===== config.mk =====
export PLATFORM = sky130hd
export DESIGN_NAME = rob_top
export DESIGN_NICKNAME = d
export VERILOG_FILES = /design/src/rtl/rob_pkg.sv /design/src/rtl/rob_store.sv /design/src/rtl/rob_walk.sv /design/src/rtl/rob_top.sv
export SDC_FILE = /design/constraint.sdc
export NUM_CORES = 2
export LEC_CHECK = 0
export BUFFER_PORTS_ARGS = -buffer_cell sky130_fd_sc_hd__buf_4
export CAP_MARGIN = 20
export CORE_MARGIN = 5
export CORE_UTILIZATION = 40
export CTS_BUF_LIST = sky130_fd_sc_hd__clkbuf_8
export DETAILED_ROUTE_END_ITERATION = 6
export HOLD_SLACK_MARGIN = 0.03
export SYNTH_ARGS = -nofsm -noshare
export SYNTH_HDL_FRONTEND = slang
export SYNTH_SLANG_ARGS = --single-unit

===== constraint.sdc =====
create_clock -name clk -period 9.45 [get_ports clk]
set_clock_uncertainty 0.05 [all_clocks]
set_input_delay 1.4175 -clock clk [delete_from_list [all_inputs] [get_ports clk]]
set_output_delay 1.4175 -clock clk [all_outputs]
set_load 0.005 [all_outputs]

===== src/rtl/rob_pkg.sv =====
package rob_pkg;

  // Index arithmetic on a ring whose size need not be a power of two.
  function automatic int unsigned ring_fwd(int unsigned base, int unsigned off,
                                           int unsigned depth);
    return (base + (off % depth)) % depth;
  endfunction

  function automatic int unsigned ring_back(int unsigned base, int unsigned off,
                                            int unsigned depth);
    return (base + depth - (off % depth)) % depth;
  endfunction

endpackage


===== src/rtl/rob_store.sv =====
module rob_store #(
  parameter int unsigned DEPTH = 16,
  parameter int unsigned SEQ_W = 16,
  parameter int unsigned PC_W  = 32,
  parameter int unsigned SQW   = 2,
  localparam int unsigned IW   = (DEPTH > 1) ? $clog2(DEPTH) : 1
) (
  input  logic                      clk,
  input  logic                      rst_n,
  input  logic                      wr_en,
  input  logic [IW-1:0]             wr_idx,
  input  logic [SEQ_W-1:0]          wr_seq,
  input  logic [PC_W-1:0]           wr_pc,
  input  logic [PC_W-1:0]           wr_npc,
  input  logic                      wr_rdy,
  input  logic                      cpl_en,
  input  logic [IW-1:0]             cpl_idx,
  input  logic [SQW-1:0]            mark_en,
  input  logic [SQW-1:0][IW-1:0]    walk_idx,
  output logic [SQW-1:0][SEQ_W-1:0] walk_seq,
  input  logic [IW-1:0]             head_idx,
  output logic [SEQ_W-1:0]          head_seq,
  output logic [PC_W-1:0]           head_pc,
  output logic [PC_W-1:0]           head_npc,
  output logic                      head_rdy,
  output logic                      head_sqd,
  input  logic [IW-1:0]             tail_idx,
  output logic [SEQ_W-1:0]          tail_seq,
  output logic [PC_W-1:0]           tail_pc
);

  logic [SEQ_W-1:0] seq_q [DEPTH];
  logic [PC_W-1:0]  pc_q  [DEPTH];
  logic [PC_W-1:0]  npc_q [DEPTH];
  logic [DEPTH-1:0] rdy_q;
  logic [DEPTH-1:0] sqd_q;

  // Payload: written only on insert, no reset needed.
  always_ff @(posedge clk) begin
    if (wr_en) begin
      seq_q[wr_idx] <= wr_seq;
      pc_q[wr_idx]  <= wr_pc;
      npc_q[wr_idx] <= wr_npc;
    end
  end

  // Flags: insert loads, completion and walk marks set.
  always_ff @(posedge clk) begin
    if (!rst_n) begin
      rdy_q <= '0;
      sqd_q <= '0;
    end else begin
      for (int unsigned e = 0; e < DEPTH; e++) begin
        if (wr_en && (32'(wr_idx) == e)) begin
          rdy_q[e] <= wr_rdy;
          sqd_q[e] <= 1'b0;
        end else begin
          if (cpl_en && (32'(cpl_idx) == e)) rdy_q[e] <= 1'b1;
          for (int unsigned k = 0; k < SQW; k++) begin
            if (mark_en[k] && (32'(walk_idx[k]) == e)) begin
              rdy_q[e] <= 1'b1;
              sqd_q[e] <= 1'b1;
            end
          end
        end
      end
    end
  end

  always_comb begin
    for (int unsigned k = 0; k < SQW; k++) walk_seq[k] = seq_q[walk_idx[k]];
  end

  assign head_seq = seq_q[head_idx];
  assign head_pc  = pc_q[head_idx];
  assign head_npc = npc_q[head_idx];
  assign head_rdy = rdy_q[head_idx];
  assign head_sqd = sqd_q[head_idx];
  assign tail_seq = seq_q[tail_idx];
  assign tail_pc  = pc_q[tail_idx];

endmodule


===== src/rtl/rob_walk.sv =====
module rob_walk #(
  parameter int unsigned DEPTH = 16,
  parameter int unsigned SEQ_W = 16,
  parameter int unsigned SQW   = 2,
  localparam int unsigned IW   = (DEPTH > 1) ? $clog2(DEPTH) : 1
) (
  input  logic                      clk,
  input  logic                      rst_n,
  input  logic                      req,
  input  logic [SEQ_W-1:0]          req_seq,
  input  logic                      nonempty,
  input  logic [IW-1:0]             tail_idx,
  input  logic [IW-1:0]             head_idx,
  output logic [SQW-1:0][IW-1:0]    rd_idx,
  input  logic [SQW-1:0][SEQ_W-1:0] rd_seq,
  output logic [SQW-1:0]            mark_en,
  output logic                      busy
);

  logic             busy_q, busy_n, go;
  logic [IW-1:0]    ptr_q, ptr_n, start;
  logic [SEQ_W-1:0] tgt_q, tgt_w;

  // Visit positions for this cycle: start, start-1, ... (younger to older).
  always_comb begin
    start = req ? tail_idx : ptr_q;
    for (int unsigned k = 0; k < SQW; k++)
      rd_idx[k] = IW'(rob_pkg::ring_back(32'(start), k, DEPTH));
    ptr_n = IW'(rob_pkg::ring_back(32'(start), SQW, DEPTH));
  end

  // Walk steps: stop before the target, or after marking the head.
  always_comb begin
    tgt_w   = req ? req_seq : tgt_q;
    go      = req ? nonempty : busy_q;
    mark_en = '0;
    for (int unsigned k = 0; k < SQW; k++) begin
      if (go) begin
        if (rd_seq[k] == tgt_w) begin
          go = 1'b0;
        end else begin
          mark_en[k] = 1'b1;
          if (rd_idx[k] == head_idx) go = 1'b0;
        end
      end
    end
    busy_n = go;
  end

  always_ff @(posedge clk) begin
    if (!rst_n) begin
      busy_q <= 1'b0;
      ptr_q  <= '0;
      tgt_q  <= '0;
    end else begin
      busy_q <= busy_n;
      ptr_q  <= ptr_n;
      tgt_q  <= tgt_w;
    end
  end

  assign busy = busy_q;

  for (genvar k = 0; k < SQW; k++) begin : g_chk

    mark_younger_chk: assert property (@(posedge clk) disable iff (!rst_n)
      mark_en[k] |-> (rd_seq[k] > tgt_w));
  end


  empty_squash_chk: assert property (@(posedge clk) disable iff (!rst_n)
    (req && !nonempty) |=> !busy_q);

endmodule


===== src/rtl/rob_top.sv =====
module rob_top #(
  parameter int unsigned DEPTH = 16,
  parameter int unsigned SQW   = 2,
  parameter int unsigned SEQ_W = 16,
  parameter int unsigned PC_W  = 32,
  localparam int unsigned IW   = (DEPTH > 1) ? $clog2(DEPTH) : 1,
  localparam int unsigned CW   = $clog2(DEPTH + 1)
) (
  input  logic             clk,
  input  logic             rst_n,
  input  logic             ins_valid,
  output logic             ins_ready,
  input  logic [SEQ_W-1:0] ins_seq,
  input  logic [PC_W-1:0]  ins_pc,
  input  logic [PC_W-1:0]  ins_npc,
  input  logic             ins_done,
  output logic [IW-1:0]    ins_slot,
  input  logic             cpl_valid,
  input  logic [IW-1:0]    cpl_slot,
  output logic             ret_valid,
  input  logic             ret_ready,
  output logic [SEQ_W-1:0] ret_seq,
  output logic [PC_W-1:0]  ret_pc,
  output logic [PC_W-1:0]  ret_npc,
  output logic             ret_squashed,
  input  logic             sq_valid,
  input  logic [SEQ_W-1:0] sq_seq,
  output logic             sq_done,
  output logic [CW-1:0]    occupancy,
  output logic [CW-1:0]    free_cnt,
  output logic             head_ready,
  output logic [PC_W-1:0]  head_pc,
  output logic [PC_W-1:0]  head_npc,
  output logic [SEQ_W-1:0] head_seq,
  output logic             tail_valid,
  output logic [PC_W-1:0]  tail_pc,
  output logic [SEQ_W-1:0] tail_seq
);

  logic [IW-1:0] head_q, tail_idx;
  logic [CW-1:0] count_q;
  logic          walk_busy, ins_fire, ret_fire, h_rdy, h_sqd;
  logic [SQW-1:0]            mark_en;
  logic [SQW-1:0][IW-1:0]    walk_idx;
  logic [SQW-1:0][SEQ_W-1:0] walk_seq;

  assign tail_idx = (count_q == '0) ? head_q
                  : IW'(rob_pkg::ring_fwd(32'(head_q), 32'(count_q) - 1, DEPTH));
  assign ins_slot = IW'(rob_pkg::ring_fwd(32'(head_q), 32'(count_q), DEPTH));

  assign ins_ready  = (32'(count_q) != DEPTH) && !walk_busy && !sq_valid;
  assign head_ready = (count_q != '0) && h_rdy;
  assign ret_valid  = head_ready && !walk_busy && !sq_valid;
  assign ins_fire   = ins_valid && ins_ready;
  assign ret_fire   = ret_valid && ret_ready;

  always_ff @(posedge clk) begin
    if (!rst_n) begin
      head_q  <= '0;
      count_q <= '0;
    end else begin
      if (ret_fire) head_q <= IW'(rob_pkg::ring_fwd(32'(head_q), 1, DEPTH));
      case ({ins_fire, ret_fire})
        2'b10:   count_q <= count_q + CW'(1);
        2'b01:   count_q <= count_q - CW'(1);
        default: count_q <= count_q;
      endcase
    end
  end

  rob_store #(.DEPTH(DEPTH), .SEQ_W(SEQ_W), .PC_W(PC_W), .SQW(SQW)) u_store (
    .clk(clk), .rst_n(rst_n),
    .wr_en(ins_fire), .wr_idx(ins_slot), .wr_seq(ins_seq), .wr_pc(ins_pc),
    .wr_npc(ins_npc), .wr_rdy(ins_done),
    .cpl_en(cpl_valid), .cpl_idx(cpl_slot),
    .mark_en(mark_en), .walk_idx(walk_idx), .walk_seq(walk_seq),
    .head_idx(head_q), .head_seq(head_seq), .head_pc(head_pc),
    .head_npc(head_npc), .head_rdy(h_rdy), .head_sqd(h_sqd),
    .tail_idx(tail_idx), .tail_seq(tail_seq), .tail_pc(tail_pc)
  );

  rob_walk #(.DEPTH(DEPTH), .SEQ_W(SEQ_W), .SQW(SQW)) u_walk (
    .clk(clk), .rst_n(rst_n),
    .req(sq_valid), .req_seq(sq_seq), .nonempty(count_q != '0),
    .tail_idx(tail_idx), .head_idx(head_q),
    .rd_idx(walk_idx), .rd_seq(walk_seq), .mark_en(mark_en), .busy(walk_busy)
  );

  assign ret_seq      = head_seq;
  assign ret_pc       = head_pc;
  assign ret_npc      = head_npc;
  assign ret_squashed = h_sqd;
  assign sq_done      = !walk_busy;
  assign occupancy    = count_q;
  assign free_cnt     = CW'(DEPTH) - count_q;
  assign tail_valid   = (count_q != '0);


  occ_bound_chk: assert property (@(posedge clk) disable iff (!rst_n)
    32'(occupancy) <= DEPTH);


  ins_count_chk: assert property (@(posedge clk) disable iff (!rst_n)
    (ins_valid && ins_ready && !(ret_valid && ret_ready))
      |=> occupancy == $past(occupancy) + CW'(1));


  ret_count_chk: assert property (@(posedge clk) disable iff (!rst_n)
    (ret_valid && ret_ready && !(ins_valid && ins_ready))
      |=> occupancy == $past(occupancy) - CW'(1));


  last_out_chk: assert property (@(posedge clk) disable iff (!rst_n)
    (ret_valid && ret_ready && !ins_valid && occupancy == CW'(1)) |=> !tail_valid);


  walk_hold_chk: assert property (@(posedge clk) disable iff (!rst_n)
    (!sq_done && !sq_valid) |=> $stable(head_seq) && $stable(occupancy));

endmodule


== Word level (Yosys, flattened, before mapping) ==
Memory sizes are Yosys's and may differ from the RTL's. A register that Yosys moved wholly into a read port is not among the register bits.
Index checks and enable logic that the tools add are counted.
Storage, ports and cells
  bits in registers: 62
  bits in latches: 0
  memory bits (writable): 1280
  memory bits (read-only): 0
  input port bits: 107
  word-level logic and storage cells: 370
  memories: 3
Memory list
  u_store.npc_q: depth 16, width 32, read ports 1, clocked after memory_dff 1, wr ports 1, line rob_store.sv:34  | logic [PC_W-1:0] npc_q [DEPTH];
  u_store.pc_q: depth 16, width 32, read ports 2, clocked after memory_dff 1, wr ports 1, line rob_store.sv:33  | logic [PC_W-1:0] pc_q [DEPTH];
  u_store.seq_q: depth 16, width 16, read ports 4, clocked after memory_dff 1, wr ports 1, line rob_store.sv:32  | logic [SEQ_W-1:0] seq_q [DEPTH];
Cells by class
  $add $sub $neg: 10
  multiply operators: 0
  div/mod/pow operators: 0
  $lt $le $gt $ge: 1
  equality and inequality tests: 67
  shifts and indexed selects: 0
  muxes and demuxes: 121
  bitwise operators: 2
  reductions and logical operators: 129
Operators with widths (count)
  $eq 4x4->1 const B: 32
  $mux 1: 109
  $logic_and 1x1->1: 71
  $eq 4x3->1 const B: 16
  $reduce_bool 4->1: 16
  $reduce_bool 2->1: 17
  $eq 16x16->1: 2
  $eq 4x2->1 const B: 8
  $mux 4: 8
  $reduce_or 2->1: 16
  $eq 4x1->1 const B: 4
  $logic_not 4->1: 4
  $mux 16: 1
  $pmux 5 s2: 1
  $add 4x1->4 const B: 2
  $add 4x4->4: 2
  $bmux 1 s4: 2
  $eq 4x4->1: 2
  $sub 4x1->4 const B: 2
  $add 5x1->5 const B: 1
  $logic_not 5->1: 1
  $lt 4x5->1 const B: 1
  $ne 5x5->1 const B: 1
  $reduce_bool 5->1: 1
  8 further kinds: 10

== Logic depth before layout (Yosys ltp) ==
  word-level depth: 13
  mapped depth: 22
  mapped depth without buffers: 17

== By module ==
From an unflattened synthesis, not the netlist that was laid out.
Unflattened totals
  cell total of the unflattened synthesis: 3164
  area, all modules: 61940.7 um2
By module, submodules not included
  rob_store: times used 1, cells an instance 2839, area an instance 58916.5 um2, sequential area each 39077.5 um2
  rob_top: times used 1, cells an instance 187, area an instance 1515.2 um2, sequential area each 180.2 um2
  rob_walk: times used 1, cells an instance 138, area an instance 1508.9 um2, sequential area each 420.4 um2

== Least setup slack after synthesis ==
Ideal clock, no wire load.
  path kind: register -> output
  from: reg head_q[1]
  to: out tail_pc[11]
  data arrival time: 3852 ps
  path slack: 4131 ps
  stages on the path, launching flop included: 13
  cell sequence: dfxtp_1 clkbuf_1 inv_1 ha_1 inv_1 ha_1 inv_1 fa_1 nor2b_1 nor2_1 buf_1 buf_1 mux4_2
On the way
  cells in the longest elaborated chain, start to end: 3
Ends and longest elaborated chain
  start, declared: line rob_top.sv:40  | logic [IW-1:0] head_q, tail_idx;
  start signal, assigned: line rob_top.sv:62  | if (ret_fire) head_q <= IW'(rob_pkg::ring_fwd(32'(head_q), 1, DEPTH));
  $add 4x4->4: line rob_pkg.sv:6  | return (base + (off % depth)) % depth;
  $mux 4 (*): line rob_top.sv:47  | assign tail_idx = (count_q == '0) ? head_q
  $mem_v2 16x32 (*)
  end, declared: line rob_top.sv:36  | output logic [PC_W-1:0] tail_pc,
Every way passes the cells marked *; elsewhere a longest branch is shown, timed or not.

== Worst setup path after layout ==
  from: reg head_q[1]
  to: reg u_store.rdy_q[5]
On the way
  cells in the longest elaborated chain, start to end: 12
Ends and longest elaborated chain
  $add 4x4->4: line rob_pkg.sv:6
  $mux 4: line rob_top.sv:47
  $mux 4: line rob_walk.sv:26  | start = req ? tail_idx : ptr_q;
  $add 4x1->4: line rob_pkg.sv:11  | return (base + depth - (off % depth)) % depth;
  $sub 4x1->4, or another cell as far along: line rob_pkg.sv:11
  $mem_v2 16x16, or another cell as far along
  $eq 16x16->1 or $mux 1 (tied branches): line rob_walk.sv:39  | if (rd_seq[k] == tgt_w) begin
  $mux 1 (on tied branches): line rob_walk.sv:39, rob_walk.sv:38
  $mux 1 or $logic_and 1x1->1 (tied branches): line rob_walk.sv:38, rob_store.sv:60
  $logic_and 1x1->1 or $mux 1 (tied branches): line rob_store.sv:60  | if (mark_en[k] && (32'(walk_idx[k]) == e)) begin
  $mux 1: line rob_store.sv:60
  $mux 1: line rob_store.sv:54  | if (wr_en && (32'(wr_idx) == e)) begin
  end signal, assigned by index: line rob_store.sv:55  | rdy_q[e] <= wr_rdy;
  end, declared: line rob_store.sv:35  | logic [DEPTH-1:0] rdy_q;
Parallel ways exist; a longest one is shown, timed or not.
A chain may end at the register's enable or synchronous reset.

==> summary.md <==
| Metric | Value |
|---|---|
| Synth area leader | edfxtp_1 |
| Ys Warns | 0 |
| Global-route usage over all layers | 21.5% |
| Crit path DAT | 8.32 ns |
| NumNets Final | roughly 3700 |
| Top cells by area, synth | edfxtp_1 (61%), mux4_2 (25%), dfxtp_1 (2.1%) |
| Mux cell area share after synthesis | 26.0% |
| Number of synthesized flops with an enable pin | around 1300 |
| Synth Flop Type | edfxtp_1 |
| Setup bufs post-CTS | 0 |
| Total grt overflow | 0 |
| GR Util met2 | 35.2% |
| Initial Util | 40.2% |
| Hold_buf cts | 0 |
| Worst r2r src | head_q[1] |
| Synth Area in XOR/XNOR | 0.778% |
| Placer Congestion | 0.843 |
| Post_cts resized | 0 |
| Number of fill cells | 13100 |
| Fin crit share | around 80% |
| F_max | between 100 and 150 MHz |
| Final wirelength | 180 mm |
| Met1 Use GR | 28.9% |
| Vias in the first global route | 36100 |
| Via/cell ratio | 6.12 |
| Post-layout util | 45.7% |
| Drt first pass iters | 6 |
| RSZ-0062 raised after global routing | false |
| Mapped Nets | 3398 |
| Clock root cell | clkbuf_8 |
| Hold Path Origin | u_store.sqd_q[4] |
| Met3 Usage GRT | between 4 and 5% |
| Post-synthesis adder-cell area fraction | 0.394% |
| Hold depth | 2 |
| Layout cell share with drive strength beyond 1 | 37.9% |
| Worst hold path class | reg -> reg |
| Post-synth top cells | edfxtp_1 (1280), mux4_2 (686), nand2_1 (169) |
| Cts bufs inserted | about 230 |
| Reg2reg setup slack | 1.89 ns |
| Least-Margin Pin Slew | 1.11 ns |
| Worst Setup Path Type | reg -> reg |
| Setup violators final | 0 |
| Hpwl dp | 97.8 mm |
| Initial drt markers | between 3000 and 4000 |
| Floorplan die height | 406 um |
| Placed insts | 5398 |
| Hold path endpoint | u_store.sqd_q[4] |
| Placeable Area | approximately 0.16 sq mm |
| Mapped cell area | 0.0629 sq mm |
| Status | finished, final reports clean |
| Peak VDD IR | 0.137 mV |
| # clock sinks | 1346 |
| Htree depth | 4 |
| Crit path max fanout | 17 |
| Crit path time final | between 7 and 8 ns |
| FFs w/ async S/R, synth | 0% |
| Via Count | 35600 |
| DRC | 0 |
| Post-DR wirelength/cell | 30.8 um |
| Mapped Cells | 3273 |
| Yosys reg bits | 1346 |
| Worst skew pair latency | a little over 0.9 ns |
| Post-synthesis compound-gate area fraction | 3.85% |
| Required time of the critical path | a little over 10 ns |
| Grt peak-use layer | met2 |
| Design Power | 13.5 mW |
| Syn avg cell area | about 19 sq um |
| IO Count | 335 |
| Slew Limit Fails | 0 |
| Largest net degree at the start of global routing | approximately 130 |
| Crit end category | flip-flop |
| Maxcap violations | 0 |
| Die area | 0.165 sq mm |
| Cell variety after synth | 71 |
| Synth Area in Simple Gates | 2.81% |
| First-pass GRT wire length | approximately 260 mm |
| Slew headroom | 25.6% |
| Most frequent cell after synthesis | edfxtp_1 |
| Pwr/cell area | ~190 mW/mm^2 |
| Worst Setup Slack, final | 1.89 ns |
| Setup crit start kind | flip-flop |
| Synth top area share | 61.2% |
| R2R depth | 17 |
| CTS Buffer Depth | 3 |
| Chip width | 406 um |
| Register area share after synthesis | 63.3% |
| Finished Layout Cells | 5826 |
| CTS tree | done |
| Reg clk slew, reported paths | 0.06 ns |
| Port-buffer cells | 334 |
| Hold violation count in the final report | 0 |
| Worst slack at placement | 2.01 ns |
| Area Overhead vs Synth | 13.5% |
| Worst reg2reg path endpoint | u_store.rdy_q[5] |
| Initial antenna violation count | 17 |
| Largest family of logic cells by synthesized area | multiplexers |
| Row count | around 150 |
| Post-DRT Antenna Nets | 0 |
| Setup TNS | 0 ns |
| Leak pwr | 22.7 nW |
layout by cell type (no fill, tap or decap), types with 25 or more instances in the layout:
cell type	netlist	final
inv_1	35	86
nand2_1	169	169
o21ai_0	56	56
edfxtp_1	1280	1280
nor2_1	27	25
buf_4	89	385
clkinv_2	0	34
a21oi_1	123	122
a221oi_1	75	75
dfxtp_1	66	62
mux2i_1	87	87
mux4_2	686	686
clkinv_1	0	52
xnor2_1	38	37
clkbuf_8	0	229
nand3_1	32	32
flip-flops by register name, indices dropped and copies added, names as in the netlist, named ones only:
register       cells
u_store.pc_q     512
u_walk.ptr_q       4
u_store.sqd_q     16
u_store.npc_q    512
u_store.rdy_q     16
u_walk.busy        1
occupancy          5
u_store.seq_q    256
head_q             4
u_walk.tgt_q      16
kinds of logic (layout without fill, tap and decap cells):
family                     after synthesis  after routing
DFF                                   1346           1346
muxes                                  776            776
buffers and inverters                  362            841
and+or+nand+nor                        359            359
AOI/OAI and AO/OA                      358            358
xor gates and xnor gates                54             54
adders and majority gates               18             18
other                                    0             16
worst max path at each step:
| stage | to | depth (start not counted) | from |
|---|---|---|---|
| 2_1_floorplan | tail_pc[11] | 12 | head_q[1] |
| 3_3_place_gp | u_store.rdy_q[9] | 17 | head_q[1] |
| 3_5_place_dp | u_store.rdy_q[5] | 17 | head_q[1] |
| 4_1_cts | u_store.rdy_q[9] | 17 | head_q[1] |
| 5_1_grt | u_store.sqd_q[13] | 17 | head_q[1] |
| 6_report | u_store.rdy_q[5] | 17 | head_q[1] |
area by class of cell:
cell class,instances,area [sq um],area share [%]
Sequential cell,1346,39800,55.7
Inverter,36,215,0.302
Clock inverter,182,1190,1.67
Multi-Input combinational cell,1565,21400,29.9
Clock buffer,229,3150,4.42
Antenna cell,16,40.0,0.0561
Timing Repair Buffer,394,3060,4.29
Tap cell,2058,2570,3.61
worst max-delay path, stage by stage, from the launching register on:
cell     delay [ns]
dfxtp_1        0.84
inv_1          0.14
ha_1           0.32
inv_1          0.06
ha_1           0.13
inv_1          0.06
fa_1           0.52
nor2b_1        0.38
o31a_1         0.79
nand3_2        0.88
nor2_1         1.11
o21ai_0        0.28
and4_1         0.26
nor3_1         0.20
nand4_1        0.18
nor4_4         0.74
or4_1          0.38
o21ai_1        0.12
metrics by stage:
step | hold slack [ns] | instance area (sq um)
5_1_grt | 0.470 | 71300
2_1_floorplan | 0.388 | 62900
4_1_cts | 0.447 | 71300
3_5_place_dp | 0.429 | 67000
6_report | 0.450 | 71400
3_3_place_gp | 0.425 | 67000
report_power, final:
part	internal [mW]	leakage [nW]	switching (mW)	total, mW
Combinational	0.844	8.19	1.04	1.89
Clock	2.58	2.47	2.44	5.02
Sequential	6.58	12.1	0.0253	6.61
routing by layer:
metal / vias to the layer above / part of all wire [%] / wire [um]
li1: 14500 / - / -
met1: 19000 / 40 / 71800
met2: 1826 / 49 / 88000
met3: 318 / 8.2 / 14800
met4: 2 / 2.8 / 5000
met5: - / 0.0072 / 13
(Power assumes the default switching activity.)
